$ cat config.mk
export PLATFORM = sky130hd
export DESIGN_NAME = ds3_cpar_mon
export DESIGN_NICKNAME = d
export VERILOG_FILES = /design/src/rtl/ds3_cpar_pkg.sv /design/src/rtl/cpm_position.sv /design/src/rtl/cpm_parity.sv /design/src/rtl/cpm_errcnt.sv /design/src/rtl/ds3_cpar_mon.sv
export SDC_FILE = /design/constraint.sdc
export NUM_CORES = 1
export LEC_CHECK = 0
export BUFFER_PORTS_ARGS = -buffer_cell sky130_fd_sc_hd__clkbuf_2
export CELL_PAD_IN_SITES_DETAIL_PLACEMENT = 1
export CELL_PAD_IN_SITES_GLOBAL_PLACEMENT = 1
export CORE_MARGIN = 1.5
export CORE_UTILIZATION = 43
export DETAILED_ROUTE_END_ITERATION = 12
export PLACE_DENSITY_LB_ADDON = 0.1
export RECOVER_POWER = 100
export SLEW_MARGIN = 40
export SYNTH_ARGS = -nofsm -noshare
export SYNTH_HDL_FRONTEND = slang
export SYNTH_HIERARCHICAL = 1
export SYNTH_SLANG_ARGS = --single-unit
$ cat constraint.sdc
create_clock -name clk -period 4.5 [get_ports clk]
set_input_delay 0.9 -clock clk [delete_from_list [all_inputs] [get_ports clk]]
set_output_delay 0.9 -clock clk [all_outputs]
set_load 0.02 [all_outputs]
$ cat src/rtl/ds3_cpar_pkg.sv
package ds3_cpar_pkg;
  // default frame geometry
  parameter int BLOCK_BITS   = 85;
  parameter int SF_BLOCKS    = 8;
  parameter int MF_SUBFRAMES = 7;
  // subframe and block slots of the parity-carrying C-bits (behavioural positions)
  parameter int CP_SUBFRAME  = 2;
  parameter int CP_BLK_A     = 2;
  parameter int CP_BLK_B     = 4;
  parameter int CP_BLK_C     = 6;

  typedef enum logic [1:0] {
    SLOT_NONE = 2'd0,
    SLOT_A    = 2'd1,
    SLOT_B    = 2'd2,
    SLOT_C    = 2'd3
  } cp_slot_t;

  function automatic logic maj3(input logic a, input logic b, input logic c);
    return (a & b) | (a & c) | (b & c);
  endfunction
endpackage

$ cat src/rtl/cpm_position.sv
module cpm_position
  import ds3_cpar_pkg::*;
#(
  parameter int BLK_BITS = BLOCK_BITS,
  parameter int BLKS     = SF_BLOCKS,
  parameter int SFS      = MF_SUBFRAMES,
  parameter int CP_SF    = CP_SUBFRAME
) (
  input  logic     clk,
  input  logic     rst_n,
  input  logic     lock,
  input  logic     adv,
  input  logic     start,
  output logic     is_ovh,
  output logic     is_last,
  output logic     at_zero,
  output cp_slot_t cp_slot
);
  localparam int BW = $clog2(BLK_BITS);
  localparam int KW = $clog2(BLKS);
  localparam int SW = $clog2(SFS);

  logic [BW-1:0] bit_q, bit_e;
  logic [KW-1:0] blk_q, blk_e;
  logic [SW-1:0] sf_q, sf_e;
  logic          bit_end, blk_end, sf_end;

  always_comb begin
    bit_e   = start ? '0 : bit_q;
    blk_e   = start ? '0 : blk_q;
    sf_e    = start ? '0 : sf_q;
    bit_end = (bit_e == BW'(BLK_BITS - 1));
    blk_end = (blk_e == KW'(BLKS - 1));
    sf_end  = (sf_e == SW'(SFS - 1));
    at_zero = (bit_q == '0) && (blk_q == '0) && (sf_q == '0);
    is_ovh  = (bit_e == '0);
    is_last = bit_end && blk_end && sf_end;
    cp_slot = SLOT_NONE;
    if (is_ovh && sf_e == SW'(CP_SF)) begin
      if (blk_e == KW'(CP_BLK_A))      cp_slot = SLOT_A;
      else if (blk_e == KW'(CP_BLK_B)) cp_slot = SLOT_B;
      else if (blk_e == KW'(CP_BLK_C)) cp_slot = SLOT_C;
    end
  end

  always_ff @(posedge clk) begin
    if (!rst_n || !lock) begin
      bit_q <= '0;
      blk_q <= '0;
      sf_q  <= '0;
    end else if (adv) begin
      if (!bit_end) begin
        bit_q <= bit_e + 1'b1;
        blk_q <= blk_e;
        sf_q  <= sf_e;
      end else begin
        bit_q <= '0;
        if (!blk_end) begin
          blk_q <= blk_e + 1'b1;
          sf_q  <= sf_e;
        end else begin
          blk_q <= '0;
          sf_q  <= sf_end ? '0 : sf_e + 1'b1;
        end
      end
    end
  end
endmodule

$ cat src/rtl/cpm_parity.sv
module cpm_parity
  import ds3_cpar_pkg::*;
(
  input  logic     clk,
  input  logic     rst_n,
  input  logic     lock,
  input  logic     adv,
  input  logic     start,
  input  logic     data,
  input  logic     is_ovh,
  input  logic     is_last,
  input  logic     at_zero,
  input  cp_slot_t cp_slot,
  output logic     mismatch
);
  logic trk_q, acc_q, held_par_q, held_ok_q, cpa_q, cpb_q;
  logic active, base, folded;

  always_comb begin
    active   = adv && lock && (trk_q || start);
    base     = start ? 1'b0 : acc_q;
    folded   = base ^ (data & ~is_ovh);
    mismatch = active && (cp_slot == SLOT_C) && held_ok_q &&
               (maj3(cpa_q, cpb_q, data) != held_par_q);
  end

  always_ff @(posedge clk) begin
    if (!rst_n) begin
      trk_q      <= 1'b0;
      acc_q      <= 1'b0;
      held_par_q <= 1'b0;
      held_ok_q  <= 1'b0;
      cpa_q      <= 1'b0;
      cpb_q      <= 1'b0;
    end else if (!lock) begin
      trk_q     <= 1'b0;
      acc_q     <= 1'b0;
      held_ok_q <= 1'b0;
    end else if (active) begin
      trk_q <= 1'b1;
      if (start && trk_q && !at_zero) held_ok_q <= 1'b0;
      if (is_last) begin
        held_par_q <= folded;
        held_ok_q  <= 1'b1;
        acc_q      <= 1'b0;
      end else begin
        acc_q <= folded;
      end
      if (cp_slot == SLOT_A) cpa_q <= data;
      if (cp_slot == SLOT_B) cpb_q <= data;
    end
  end
endmodule

$ cat src/rtl/cpm_errcnt.sv
module cpm_errcnt #(
  parameter int CNT_W = 16
) (
  input  logic             clk,
  input  logic             rst_n,
  input  logic             event_in,
  input  logic             clr,
  output logic             pulse,
  output logic [CNT_W-1:0] count
);
  localparam logic [CNT_W-1:0] CNT_MAX = '1;

  always_ff @(posedge clk) begin
    if (!rst_n) begin
      pulse <= 1'b0;
      count <= '0;
    end else begin
      pulse <= event_in;
      if (clr)                               count <= '0;
      else if (event_in && count != CNT_MAX) count <= count + 1'b1;
    end
  end
endmodule

$ cat src/rtl/ds3_cpar_mon.sv
module ds3_cpar_mon
  import ds3_cpar_pkg::*;
#(
  parameter int BLK_BITS = BLOCK_BITS,
  parameter int BLKS     = SF_BLOCKS,
  parameter int SFS      = MF_SUBFRAMES,
  parameter int CNT_W    = 16
) (
  input  logic             clk,
  input  logic             rst_n,
  input  logic             bit_valid,
  output logic             bit_ready,
  input  logic             bit_data,
  input  logic             frame_lock,
  input  logic             frame_start,
  input  logic             frm_err,
  input  logic             cnt_clr,
  output logic             err_pulse,
  output logic [CNT_W-1:0] err_count
);
  logic     ready_q, adv, is_ovh, is_last, at_zero, mismatch;
  cp_slot_t cp_slot;

  always_ff @(posedge clk) begin
    if (!rst_n) ready_q <= 1'b0;
    else        ready_q <= 1'b1;
  end

  assign bit_ready = ready_q;
  assign adv       = bit_valid && ready_q && frame_lock;

  cpm_position #(
    .BLK_BITS(BLK_BITS), .BLKS(BLKS), .SFS(SFS), .CP_SF(CP_SUBFRAME)
  ) u_pos (
    .clk(clk), .rst_n(rst_n), .lock(frame_lock), .adv(adv),
    .start(frame_start), .is_ovh(is_ovh), .is_last(is_last),
    .at_zero(at_zero), .cp_slot(cp_slot)
  );

  cpm_parity u_par (
    .clk(clk), .rst_n(rst_n), .lock(frame_lock), .adv(adv),
    .start(frame_start), .data(bit_data), .is_ovh(is_ovh),
    .is_last(is_last), .at_zero(at_zero), .cp_slot(cp_slot),
    .mismatch(mismatch)
  );

  cpm_errcnt #(.CNT_W(CNT_W)) u_cnt (
    .clk(clk), .rst_n(rst_n), .event_in(mismatch | frm_err),
    .clr(cnt_clr), .pulse(err_pulse), .count(err_count)
  );
endmodule

==> results by group <==
Clock tree
  – Clock Tree Buf Depth: 2
  – Root buf cell: clkbuf_8
  – CTS tree: yes
  – Clock slew seen by the registers of the worst setup and hold paths: 0.08 ns
  – Total CTS buffers: 5
  – Sink Count: 37
  – Post-CTS Repair Setup Buffers: 0
  – Resize count post-CTS: 0
  – Hold Buf Count CTS: 0
  – Later-pin clock latency in the skew report: 0.29 ns
  – H-tree depth: 2

Synthesis
  – Top cell type's share of synthesized area: 35.8%
  – Fraction of registers with async set/reset: 0%
  – Main area contributors after synthesis: dfxtp_1 36%, a21oi_1 4.6%, nand3_1 4.4%
  – Post-synth EDFFs: 0
  – Syn Nets: 253
  – Synth Cell Area: 2070 um^2
  – Most frequently used flop master after synthesis: dfxtp_1
  – Synth Instances: 241
  – Sequential fraction of the synthesis area: 35.8%
  – Ys Warns: 6
  – Yosys cell types: 58
  – #FFs+latches synth: 37
  – Syn Area/Cell: 8.58 um^2
  – Yosys top cell by area: dfxtp_1

Setup path
  – R2R Setup Slk: 0.93 ns
  – CP max stage delay: 0.52 ns
  – R2R depth: 11
  – Critical Path Start Type: primary input
  – Worst Path Arrival: 4.05 ns
  – Worst path cell trace: clkbuf_2, nand2b_1, ha_1, and4b_1, nor3b_1, nand3_1, nor3_1, or2_1, nand3_1, or4_1, or4_1, a21oi_1
  – Slowest cell on crit path: or4_1
  – Critical Path Fanout Max: 21
  – Worst R2R Start: u_pos/bit_q[2]$_SDFFE_PP0P_
  – CP Data Required Time: 4.72 ns
  – Cell family with most CP delay: simple AND/OR/NAND/NOR gates
  – Critical R2R Capture: u_cnt/count[15]$_SDFFE_PP0P_
  – CP endpoint kind: flop
  – Buf/Inv on CP: 1
  – WS Path Type: primary input to flop

Finish
  – N_diodes: 0
  – Sequential Area: 741 um^2
  – Layout Area Growth over Synthesis: 10.4%
  – Most frequent cells in the layout: 37 x dfxtp_1, 21 x clkbuf_1, 20 x nand2_1, 19 x a21oi_1, 18 x nand3_1
  – Fin util: 48.7%
  – Nets: 278
  – Fillers: 597
  – Layout cells sized above 1: 10.1%
  – Commonest non-fill, non-tap cell in the layout: dfxtp_1
  – Area of the multi-input gates: 1260 um^2

Timing
  – Final Hold Violating Endpoints: 0
  – Final setup violation count: 0
  – Setup TNS: 0 ns
  – Worst-margin pin slew: 0.663 ns
  – Max frequency: 0.261 GHz
  – Final period util: 85.2%
  – Tmin final: 3.84 ns
  – Unrepaired setup endpoints after global routing: false
  – Hold slack: 0.471 ns
  – Fin Clk Skew: 0.00448 ns
  – Post-route setup slack: 0.664 ns
  – Slew Viols, Final: 0
  – Worst slew margin: 55.2%

Routing
  – Initial DRT Pass Iterations: 6
  – Post-route ant nets: 0
  – Via-per-instance ratio: 5.88
  – Vias: 1,887
  – Avg WL per Cell: 15.9 um
  – DRC Markers: 0
  – First DRT Iteration DRCs: 37
  – Post-Route WL: 5110 um

Die
  – Chip width: 72.4 um
  – Die ar.: 5240 um^2
  – Die Ht: 72.4 um
  – Placement Rows: 25
  – Core area: 4690 um^2
  – Starting Density: 44.1%
  – I/O pin count: 26

Power and ir drop
  – Worst vdd ir: 121 uV
  – Pwr/cell area: 259 nW/um^2
  – Power Total: 0.591 mW
  – Pleak: 0.745 nW

Min path
  – Worst hold endpoint: u_par/cpb_q$_SDFFE_PN0P_
  – Hold Startpoint: u_par/cpb_q$_SDFFE_PN0P_
  – Hold path cells: 2
  – Hold crit path type: flop to flop

Place
  – Port-buffer cells: 25
  – Final GP Congestion: 0.769
  – Post-place setup slack: 0.589 ns
  – DP Wirelength: 3700 um

Job
  – Max-Cap Viols: 0

GRT
  – Largest net degree at the start of global routing: 22
  – Vias in the first global route: 1,861
  – Tot GR Track Use: 21.3%
  – First-pass GRT wire length: 8840 um
  – GRT Residual Overflow: 0
  – Initial antenna violation count: 0

Run status
  – Status: finished clean
[cell usage after synthesis (3+ instances only)]
| cell | count |
|---|---|
| nand2_1 | 20 |
| o41ai_1 | 3 |
| a31oi_1 | 4 |
| mux2i_1 | 5 |
| clkbuf_1 | 5 |
| nor4_1 | 5 |
| nand2b_1 | 7 |
| dfxtp_1 | 37 |
| nand3_1 | 18 |
| nor3_1 | 4 |
| o31ai_1 | 6 |
| and3_1 | 5 |
| nor3b_2 | 3 |
| o21a_1 | 4 |
| or2_2 | 3 |
| a21oi_1 | 19 |
| or3_1 | 5 |
| inv_1 | 5 |
| nand4_1 | 8 |
| or4_1 | 7 |
| nor2_1 | 13 |
| o21ai_0 | 7 |
| ha_1 | 4 |
[cells by family after synthesis]
kind of cell	synth area share, %
flops	35.8
simple gates	35.5
compound gates	18.6
buf+inv	3.02
xor+xnor	1.27
fa+ha+maj	2.90
mux	2.96
[worst max path at each step]
stage | cells after the start | slack [ns] | to | startpoint
6_report | 12 | 0.66 | u_cnt/count[15]$_SDFFE_PP0P_ | frame_start
5_1_grt | 12 | 0.35 | u_cnt/count[13]$_SDFFE_PP0P_ | frame_start
4_1_cts | 12 | 0.85 | u_cnt/count[15]$_SDFFE_PP0P_ | frame_start
3_5_place_dp | 12 | 0.59 | u_cnt/count[15]$_SDFFE_PP0P_ | frame_start
3_3_place_gp | 12 | 0.61 | u_cnt/count[15]$_SDFFE_PP0P_ | frame_start
2_1_floorplan | 14 | 0.93 | u_cnt/count[14]$_SDFFE_PP0P_ | frame_start
[metrics by stage]
step,std cells,area [um^2]
finish,321,2280
global route,321,2280
CTS,321,2320
detailed placement,313,2230
global placement,313,2230
floorplan,241,2070
[worst min-delay path: cells and delay by family, from the launching register on]
kind	cells	cell delay (ns)
and+or+nand+nor	1	0.05
DFF	1	0.32
muxes	1	0.06
[power by group]
part           leakage [nW]  internal (mW)  switching, mW
clock network        0.0439          0.107          0.123
logic                 0.403        0.00833         0.0220
registers             0.299          0.329        0.00174
total                 0.745          0.444          0.147
[sequential cells by signal (all words and copies together) (netlist names), 3 cells and up]
register / flops
u_cnt/count: 16
u_pos/bit_q: 7
u_pos/blk_q: 3
u_pos/sf_q: 3
[cell type report]
class                   instances  share of cell area (%)
well taps                      54                    2.96
multi-input cells             190                    55.3
clock inverters                 3                   0.767
flip-flops and latches         37                    32.4
repair buffers                 26                    4.55
inverters                       6                   0.986
clock buffers                   5                    3.01
[per-layer routing]
| layer | track usage (%) | up-vias | part of all wire [%] |
|---|---|---|---|
| met1 | 25.6 | 892 | 46 |
| li1 | - | 964 | - |
| met5 | 0 | - | 0 |
| met3 | 4.17 | 6 | 2.6 |
| met2 | 38.2 | 25 | 50 |
| met4 | 6.92 | 0 | 1.3 |
Note: power is estimated with default switching activity, not from simulation.
